===== src/rtl/dmac_cluster_pkg.sv =====
// Package: shared state encoding and register map constants for the
// cluster DMA request sequencer. Assumes a two-bit register select.
package dmac_cluster_pkg;

    typedef enum logic [2:0] {
        ST_IDLE,
        ST_LEAD0,
        ST_LEAD1,
        ST_READ,
        ST_WRITE,
        ST_HOLD
    } seq_state_t;

    localparam logic [1:0] SEL_SRC = 2'd0;
    localparam logic [1:0] SEL_DST = 2'd1;
    localparam logic [1:0] SEL_CNT = 2'd2;
    localparam logic [1:0] SEL_CTL = 2'd3;

    localparam int CTL_EN_BIT  = 0;
    localparam int CTL_DLY_BIT = 1;

endpackage


===== src/rtl/dmac_cfg_regs.sv =====
// Module: channel configuration registers.
// Holds the source and destination addresses, which advance one word per
// completed beat, the cluster counter, which counts down once per finished
// cluster, the enable and delay bits, and the done flag.
// Assumes CW <= AW and that the sequencer raises clus_end only while enabled.
module dmac_cfg_regs
    import dmac_cluster_pkg::*;
#(
    parameter int AW = 16,
    parameter int CW = 8
) (
    input  logic          clk,
    input  logic          rst_n,
    input  logic          cfg_we,
    input  logic [1:0]    cfg_sel,
    input  logic [AW-1:0] cfg_wdata,
    input  logic          rd_ack,
    input  logic          wr_ack,
    input  logic          clus_end,
    output logic [AW-1:0] src_q,
    output logic [AW-1:0] dst_q,
    output logic [CW-1:0] cnt_q,
    output logic          en_q,
    output logic          dly_q,
    output logic          done_q,
    output logic          en_set
);

    logic ctl_wr;

    // Decode a control write and a valid off-to-on enable.
    always_comb begin
        ctl_wr = cfg_we && (cfg_sel == SEL_CTL);
        en_set = ctl_wr && cfg_wdata[CTL_EN_BIT] && !en_q && (cnt_q != '0);
    end

    // Update the address, count and control state.
    always_ff @(posedge clk) begin
        if (!rst_n) begin
            src_q  <= '0;
            dst_q  <= '0;
            cnt_q  <= '0;
            en_q   <= 1'b0;
            dly_q  <= 1'b0;
            done_q <= 1'b0;
        end else begin
            if (cfg_we && cfg_sel == SEL_SRC) begin
                src_q <= cfg_wdata;
            end else if (rd_ack) begin
                src_q <= src_q + AW'(1);
            end

            if (cfg_we && cfg_sel == SEL_DST) begin
                dst_q <= cfg_wdata;
            end else if (wr_ack) begin
                dst_q <= dst_q + AW'(1);
            end

            if (cfg_we && cfg_sel == SEL_CNT) begin
                cnt_q <= cfg_wdata[CW-1:0];
            end else if (clus_end) begin
                cnt_q <= cnt_q - CW'(1);
            end

            if (ctl_wr) begin
                en_q  <= en_set || (en_q && cfg_wdata[CTL_EN_BIT]);
                dly_q <= cfg_wdata[CTL_DLY_BIT];
                if (en_set) begin
                    done_q <= 1'b0;
                end
            end else if (clus_end && cnt_q == CW'(1)) begin
                en_q   <= 1'b0;
                done_q <= 1'b1;
            end
        end
    end

endmodule


===== src/rtl/dmac_req_window.sv =====
// Module: acceptance window and held-request latch.
// Samples req_n on each edge while the window is open. A low level sets the
// held latch and shuts the window. The sequencer's start pulse clears the
// latch, and its reopen pulse opens the window again.
// Assumes start is raised only while held is set.
module dmac_req_window (
    input  logic clk,
    input  logic rst_n,
    input  logic en,
    input  logic en_set,
    input  logic start,
    input  logic reopen,
    input  logic req_n,
    output logic acc_q,
    output logic held_q
);

    // Manage the window and the latch.
    always_ff @(posedge clk) begin
        if (!rst_n) begin
            acc_q  <= 1'b0;
            held_q <= 1'b0;
        end else if (en_set) begin
            acc_q  <= 1'b1;
            held_q <= 1'b0;
        end else if (!en) begin
            acc_q  <= 1'b0;
            held_q <= 1'b0;
        end else begin
            if (start) begin
                held_q <= 1'b0;
            end
            if (reopen) begin
                acc_q <= 1'b1;
            end else if (acc_q && !req_n) begin
                acc_q  <= 1'b0;
                held_q <= 1'b1;
            end
        end
    end

endmodule


===== src/rtl/dmac_cluster_seq.sv =====
// Module: cluster bus sequencer.
// On a held request it takes two lead states, then runs BEATS reads into a
// local buffer and BEATS writes out of it, then optionally one hold cycle
// before reopening the window. If en drops, the current bus cycle completes
// and the cluster is abandoned.
// Assumes 1 <= BEATS <= 8 and a bus that ends each cycle with rdy high.
module dmac_cluster_seq
    import dmac_cluster_pkg::*;
#(
    parameter int AW    = 16,
    parameter int DW    = 16,
    parameter int BEATS = 4
) (
    input  logic          clk,
    input  logic          rst_n,
    input  logic          en,
    input  logic          held,
    input  logic          dly,
    input  logic          last_clu,
    input  logic [AW-1:0] src,
    input  logic [AW-1:0] dst,
    input  logic [DW-1:0] bus_rdata,
    input  logic          bus_rdy,
    output logic          start,
    output logic          rd_ack,
    output logic          wr_ack,
    output logic          clus_end,
    output logic          reopen,
    output logic          bus_req,
    output logic          bus_we,
    output logic [AW-1:0] bus_addr,
    output logic [DW-1:0] bus_wdata
);

    localparam int BW = (BEATS > 1) ? $clog2(BEATS) : 1;
    localparam logic [BW-1:0] LAST_BEAT = BW'(BEATS - 1);

    seq_state_t    state_q;
    logic [BW-1:0] beat_q;
    logic [DW-1:0] buf_q [BEATS];
    logic          last_beat;

    // Drive the bus and the strobes from the current state.
    always_comb begin
        bus_req   = (state_q == ST_READ) || (state_q == ST_WRITE);
        bus_we    = (state_q == ST_WRITE);
        bus_addr  = bus_we ? dst : src;
        bus_wdata = buf_q[beat_q];
        rd_ack    = (state_q == ST_READ) && bus_rdy;
        wr_ack    = (state_q == ST_WRITE) && bus_rdy;
        last_beat = (beat_q == LAST_BEAT);
        clus_end  = wr_ack && last_beat && en;
        start     = (state_q == ST_IDLE) && held && en;
        reopen    = (clus_end && !last_clu && !dly) || ((state_q == ST_HOLD) && en);
    end

    // Advance the cluster state machine and the beat index.
    always_ff @(posedge clk) begin
        if (!rst_n) begin
            state_q <= ST_IDLE;
            beat_q  <= '0;
        end else begin
            case (state_q)
                ST_IDLE:  if (start) state_q <= ST_LEAD0;
                ST_LEAD0: state_q <= en ? ST_LEAD1 : ST_IDLE;
                ST_LEAD1: begin
                    state_q <= en ? ST_READ : ST_IDLE;
                    beat_q  <= '0;
                end
                ST_READ: if (bus_rdy) begin
                    if (!en) begin
                        state_q <= ST_IDLE;
                    end else if (last_beat) begin
                        state_q <= ST_WRITE;
                        beat_q  <= '0;
                    end else begin
                        beat_q <= beat_q + BW'(1);
                    end
                end
                ST_WRITE: if (bus_rdy) begin
                    if (!en) begin
                        state_q <= ST_IDLE;
                    end else if (last_beat) begin
                        state_q <= (last_clu || !dly) ? ST_IDLE : ST_HOLD;
                    end else begin
                        beat_q <= beat_q + BW'(1);
                    end
                end
                ST_HOLD:  state_q <= ST_IDLE;
                default:  state_q <= ST_IDLE;
            endcase
        end
    end

    // Capture read data into the buffer slot of the current beat.
    always_ff @(posedge clk) begin
        if (!rst_n) begin
            for (int i = 0; i < BEATS; i++) buf_q[i] <= '0;
        end else if (rd_ack) begin
            buf_q[beat_q] <= bus_rdata;
        end
    end

endmodule


===== src/rtl/dmac_cluster.sv =====
// Module: top of the cluster DMA request sequencer.
// Connects the configuration registers, the acceptance window and the bus
// sequencer for one channel. Assumes a single bus master and CW <= AW.
module dmac_cluster #(
    parameter int AW    = 16,
    parameter int DW    = 16,
    parameter int CW    = 8,
    parameter int BEATS = 4
) (
    input  logic          clk,
    input  logic          rst_n,
    input  logic          cfg_we,
    input  logic [1:0]    cfg_sel,
    input  logic [AW-1:0] cfg_wdata,
    input  logic          req_n,
    output logic          bus_req,
    output logic          bus_we,
    output logic [AW-1:0] bus_addr,
    output logic [DW-1:0] bus_wdata,
    input  logic [DW-1:0] bus_rdata,
    input  logic          bus_rdy,
    output logic          accept_open,
    output logic          done
);

    logic [AW-1:0] src_q, dst_q;
    logic [CW-1:0] cnt_q;
    logic          en_q, dly_q, en_set;
    logic          acc_q, held_q;
    logic          start, rd_ack, wr_ack, clus_end, reopen;
    logic          last_clu;

    // Flag the final cluster of the programmed transfer.
    always_comb last_clu = (cnt_q == CW'(1));

    dmac_cfg_regs #(.AW(AW), .CW(CW)) u_regs (
        .clk(clk), .rst_n(rst_n), .cfg_we(cfg_we), .cfg_sel(cfg_sel),
        .cfg_wdata(cfg_wdata), .rd_ack(rd_ack), .wr_ack(wr_ack),
        .clus_end(clus_end), .src_q(src_q), .dst_q(dst_q), .cnt_q(cnt_q),
        .en_q(en_q), .dly_q(dly_q), .done_q(done), .en_set(en_set)
    );

    dmac_req_window u_win (
        .clk(clk), .rst_n(rst_n), .en(en_q), .en_set(en_set), .start(start),
        .reopen(reopen), .req_n(req_n), .acc_q(acc_q), .held_q(held_q)
    );

    dmac_cluster_seq #(.AW(AW), .DW(DW), .BEATS(BEATS)) u_seq (
        .clk(clk), .rst_n(rst_n), .en(en_q), .held(held_q), .dly(dly_q),
        .last_clu(last_clu), .src(src_q), .dst(dst_q), .bus_rdata(bus_rdata),
        .bus_rdy(bus_rdy), .start(start), .rd_ack(rd_ack), .wr_ack(wr_ack),
        .clus_end(clus_end), .reopen(reopen), .bus_req(bus_req),
        .bus_we(bus_we), .bus_addr(bus_addr), .bus_wdata(bus_wdata)
    );

    assign accept_open = acc_q;

endmodule


===== config.mk =====
export PLATFORM = sky130hd
export DESIGN_NAME = dmac_cluster
export DESIGN_NICKNAME = d
export VERILOG_FILES = /design/src/rtl/dmac_cluster_pkg.sv /design/src/rtl/dmac_cfg_regs.sv /design/src/rtl/dmac_req_window.sv /design/src/rtl/dmac_cluster_seq.sv /design/src/rtl/dmac_cluster.sv
export SDC_FILE = /design/constraint.sdc
export NUM_CORES = 1
export LEC_CHECK = 0
export BUFFER_PORTS_ARGS = -buffer_cell sky130_fd_sc_hd__buf_4
export CAP_MARGIN = 20
export CORE_UTILIZATION = 62
export DETAILED_ROUTE_END_ITERATION = 10
export GPL_ROUTABILITY_DRIVEN = 0
export GPL_TIMING_DRIVEN = 0
export PLACE_DENSITY_LB_ADDON = 0.08
export SLEW_MARGIN = 20
export SYNTH_ARGS = -nofsm -noshare
export SYNTH_HDL_FRONTEND = slang
export SYNTH_HIERARCHICAL = 1
export SYNTH_SLANG_ARGS = --single-unit

===== constraint.sdc =====
create_clock -name clk -period 6.6 [get_ports clk]
set_input_delay 0.66 -clock clk [delete_from_list [all_inputs] [get_ports clk]]
set_output_delay 0.66 -clock clk [all_outputs]
set_load 0.005 [all_outputs]

## Yosys cells after proc, flatten, opt, wreduce, memory -nomap -nowiden

Memories as Yosys holds them, arrays and structs flattened. A register that Yosys moved wholly into a read port is not among the register bits.
Index checks and enable logic that the tools add are counted.

| operators by class | value |
|---|---|
| div/mod/pow operators | 0 |
| shift-type cells | 0 |
| multipliers | 0 |
| muxes and demuxes | 46 |
| $lt $le $gt $ge | 0 |
| equality and inequality tests | 20 |
| bitwise logic cells | 2 |
| add/sub/neg operators | 4 |
| reduce and logical (&&, ||, !) cells | 40 |

Operators by type and width:

| kind | number |
|---|---|
| $mux 16 | 6 |
| $add 16x1->16 const B | 2 |
| $mux 3 | 8 |
| $mux 2 | 11 |
| $logic_and 1x1->1 | 19 |
| $mux 1 | 17 |
| $mux 8 | 2 |
| $reduce_or 16->1 | 1 |
| $pmux 3 s5 | 1 |
| $eq 8x1->1 const B | 1 |
| $ne 2x2->1 const B | 4 |
| $reduce_bool 2->1 | 4 |
| $reduce_bool 8->1 | 1 |
| $sub 8x1->8 const B | 1 |
| $eq 2x2->1 const B | 3 |
| $eq 3x2->1 const B | 2 |
| $eq 3x3->1 const B | 2 |
| $ne 2x1->1 const B | 3 |
| $ne 3x2->1 const B | 2 |
| $pmux 2 s3 | 1 |
| $reduce_and 6->1 | 1 |
| $reduce_and 5->1 | 1 |
| $logic_not 1->1 | 4 |
| $logic_or 1x1->1 | 4 |
| other kinds (10) | 11 |

| storage, ports and cells | value |
|---|---|
| input bits | 39 |
| output and inout bits | 36 |
| ROM bits | 0 |
| register bits after elaboration | 50 |
| word-level logic and storage cells | 123 |
| bits in latches | 0 |
| RAM bits | 64 |
| memories kept | 1 |

Memory list:

| name | words | bits a word | read ports | clocked after memory_dff | wr ports | RTL line | RTL |
|---|---|---|---|---|---|---|---|
| u_seq.buf_q | 4 | 16 | 1 | 1 | 4 | dmac_cluster_seq.sv:40 | `logic [DW-1:0] buf_q [BEATS];` |

## Depth between registers and ports, before layout

| logic depth | value |
|---|---|
| depth after elaboration | 10 |
| depth in mapped cells | 10 |
| mapped depth without buffers | 7 |

## Modules after synthesis

Netlist, hierarchy kept.

By module, submodules not included:

| module | times used | sequential area each (um^2) | cells each | area an instance (um^2) |
|---|---|---|---|---|
| dmac_cluster_seq | 1 | 2062.0 | 275 | 3482.1 |
| dmac_cfg_regs | 1 | 860.8 | 264 | 2232.1 |
| dmac_req_window | 1 | 40.0 | 9 | 85.1 |
| dmac_cluster | 1 | 0.0 | 3 | 20.0 |

## Worst setup path before layout

OpenSTA, ideal clock, no wires.

| timing path | value |
|---|---|
| path kind | register -> register |
| start point | reg u_seq.state_q[0] |
| end point | reg u_regs.dst_q[15] |
| data arrival time | 2.332 ns |
| period minus slack after synthesis | 2.406 ns |
| path slack | 4.194 ns |
| library setup time | 0.074 ns |
| required time | 6.526 ns |
| stages on the path, launching flop included | 11 |
| buffers on the path | 3 |
| cell sequence | dfxtp_1 -> buf_2 -> or3b_1 -> buf_6 -> clkinv_2 -> and2_1 -> buf_2 -> nand3_2 -> or3_1 -> or3_1 -> a31oi_1 |

| on the way | value |
|---|---|
| cells in the longest elaborated chain, start to end | 3 |

Ends and longest elaborated chain:

| element | RTL line | RTL |
|---|---|---|
| start: declaration | dmac_cluster_seq.sv:38 | `seq_state_t state_q;` |
| start signal: assignment | dmac_cluster_seq.sv:65 | `ST_LEAD0: state_q <= en ? ST_LEAD1 : ST_IDLE;` |
| start signal: assignment | dmac_cluster_seq.sv:67 | `state_q <= en ? ST_READ : ST_IDLE;` |
| start signal: assignment | dmac_cluster_seq.sv:84 | `state_q <= (last_clu \|\| !dly) ? ST_IDLE : ST_HOLD;` |
| $eq 3x3->1 | dmac_cluster_seq.sv:50 | `wr_ack = (state_q == ST_WRITE) && bus_rdy;` |
| $logic_and 1x1->1 | dmac_cluster_seq.sv:50 |  |
| net wr_ack | dmac_cluster.sv:30 | `logic start, rd_ack, wr_ack, clus_end, reopen;` |
| $reduce_bool 2->1 (no source line) | n/a |  |
| end signal: assignment | dmac_cfg_regs.sv:54 | `dst_q <= cfg_wdata;` |
| end signal: assignment | dmac_cfg_regs.sv:56 | `dst_q <= dst_q + AW'(1);` |
| end: declaration | dmac_cfg_regs.sv:21 | `output logic [AW-1:0] dst_q,` |

The timed path passes the listed nets, and every way through them passes these cells.
A chain may end at the register's enable or synchronous reset.

==> metrics.txt <==
number of synthesized flops with an enable pin=64; Final ANT Viol Nets=0; Initial DRT Pass Iterations=5; Die Wd=98.9 um; fraction of layout cells with a size suffix above 1=22.4%; Port Buffer Count=74; met3 WL post-DR=854 um; worst-path fanout max=10; # IOs=75; crit path time final=2.95 ns; slowest cell on the critical path=clkbuf_1; setup bufs post-CTS=0; hold_buf cts=0; # rows=34; vias=4660; H-tree Lvls=4; largest cells by area after synthesis=edfxtp_1, dfxtp_1, mux4_2, and2_1, nand2_1; synthesized cell area=5820 sq um; Post-Synthesis Net Count=596; layout net count=689; Fin Clk Skew=0.00831 ns; pwr dens=260 nW/um^2; full die area=9780 sq um; actual slew at the worst max-slew pin=0.912 ns; DRC Markers=0; worst r2r dst=u_regs/src_q[15]; die height=98.9 um; FF-to-FF Start=u_seq/state_q[2]; Final period util=44.7%; max-cap violations=0; post-cts resize count=0; setup_tns=0 ns; vias in the first global route=4635; Placed Cells=733; Place WS=3.55 ns; final hold violations=0; CP Capture Type=primary output; post-route worst setup slack=3.65 ns; Async S/R FF share, synth=0%; main flop type after synthesis=edfxtp_1; Slew HR=39.2%; slowest cell delay on critical path=0.52 ns; WP data required=5.94 ns; Netlist cell types=59; Root Buffer=clkbuf_8; synth cell count leaders=nand2_1, edfxtp_1, dfxtp_1; CP cell instances=clkbuf_1 > clkbuf_1 > mux4_2 > buf_4; Synth Register Bits=116; register area share after synthesis=50.9%; top layer in use=met4; n_diodes=0; setup slack, reg-to-reg=3.74 ns; wire length on met1=5.72 mm; share of the synthesized area in the top cell type=33.0%; unrepaired setup endpoints after global routing=false; Post-DP HPWL=9.44 mm; area grow syn2layout=22.0%; status=complete, no violations; Hold WC Path Type=input port to flop; Wirelength per Cell=18.7 um; fin cells=764; met2 WL post-DR=7.36 mm; Critical Path Sink=bus_wdata[9]; vias per inst=6.10; largest net degree at the start of global routing=17; Routed WL=14.3 mm; initial antenna violation count=0; leading area contributor after synthesis=edfxtp_1; CP arrival=2.29 ns; Clock Latency Late Sink=0.52 ns; CTS tree=done; most used cell, CP=clkbuf_1; total grt overflow=0; Syn Area/Cell=10.6 sq um; Starting Density=65.5%; yosys warns=6; clk slew on worst S/H paths=0.06 ns; R2R depth=9; leak pwr=2.75 nW; kind of critical path=flop to primary output; FMAX=0.339 GHz; setup violators final=0; Post-Syn Instances=551; GRT Util Overall=30.9%; first-pass GRT wire length=22.8 mm; top-count cell post-synth=nand2_1; startpoint types=flop; clock tree buffer depth=2; 1st-iter DRT viols=311; core region area=8890 sq um; CTS Buf Count=17; worst vdd rail ir drop=0.000187 V; CTS sink cnt=116; Slew Limit Fails=0
-- where the power goes --
part | switching, mW | total, mW | internal (mW)
registers | 0.0232 | 0.814 | 0.791
clock network | 0.345 | 0.922 | 0.577
logic | 0.0594 | 0.111 | 0.0515
total | 0.427 | 1.85 | 1.42
-- metrics by stage --
step / util (%) / area, sq um / power (mW) / hold WS [ns]
CTS: 79.9 / 7100 / 1.86 / 0.373
global route: 79.9 / 7100 / 1.90 / 0.408
finish: 79.9 / 7100 / 1.85 / 0.409
floorplan: - / 5820 / 0.876 / 0.463
detailed placement: 73.2 / 6510 / 0.936 / 0.484
global placement: 73.2 / 6510 / 0.930 / 0.461
-- layer usage --
metal	up-vias	track usage (%)
li1	2189	-
met1	2244	36.7
met2	199	53.4
met3	28	7.16
met4	0	14.4
met5	-	0
-- cell usage in the layout (no fill, tap or decap), types with 4 or more instances in the layout --
master      n
nor3_1      8
nand3b_1    4
inv_1      11
and2_1     49
dfxtp_1    52
clkbuf_16  16
xor2_1      8
mux2i_1     5
ha_1        6
nand2b_1    5
a211oi_1   12
nand3_1     8
edfxtp_1   64
buf_2       9
inv_6       4
clkbuf_1   20
mux4_2     16
nor4_1      7
xnor2_1    24
buf_4      75
a21oi_1    27
nor2_1     31
o21ai_0    34
nand2_1    66
nand4_1    11
and3_1     20
-- worst min-delay path by stage --
stage	from	end	slack, ns	cells after the start
floorplan	u_regs/done_q	u_regs/done_q	0.46	2
global placement	u_regs/done_q	u_regs/done_q	0.46	2
finish	rst_n	u_win/acc_q	0.41	3
detailed placement	u_regs/done_q	u_regs/done_q	0.48	2
CTS	rst_n	u_win/acc_q	0.37	3
global route	rst_n	u_win/acc_q	0.41	3
-- cell type report --
| type | count | area, sq um |
|---|---|---|
| repair buffers | 74 | 556 |
| plain buffers | 32 | 150 |
| well taps | 108 | 135 |
| clock buffers | 17 | 414 |
| fillers | 549 | 1790 |
| inverters | 13 | 50.0 |
| clock inverters | 14 | 178 |
| flip-flops and latches | 116 | 2960 |
| multi-input cells | 390 | 2660 |
-- worst max-delay path, delay by kind of cell (launching register included) --
| family | cells | cell delay, ns |
|---|---|---|
| flip-flops | 1 | 0.32 |
| buffers and inverters | 3 | 1.03 |
| multiplexers | 1 | 0.41 |
-- registers in the layout (all words and copies together) (netlist names), named ones only --
name           count
u_regs/cnt_q       8
u_regs/dly_q       1
u_regs/done_q      1
u_regs/dst_q      16
u_regs/en_q        1
u_regs/src_q      16
u_seq/beat_q       2
u_seq/buf_q       64
u_seq/state_q      3
u_win/acc_q        1
u_win/held_q       1
-- cells by family after synthesis --
kind of cell    Yosys count  share of synthesized area [%]
buf+inv                  45                           3.44
flops                   116                           50.9
compound gates           93                           9.68
fa+ha+maj                 6                           1.29
mux                      21                           7.05
simple gates            238                           22.8
xor+xnor                 32                           4.82
No activity file was read; power rests on OpenSTA's default activity.
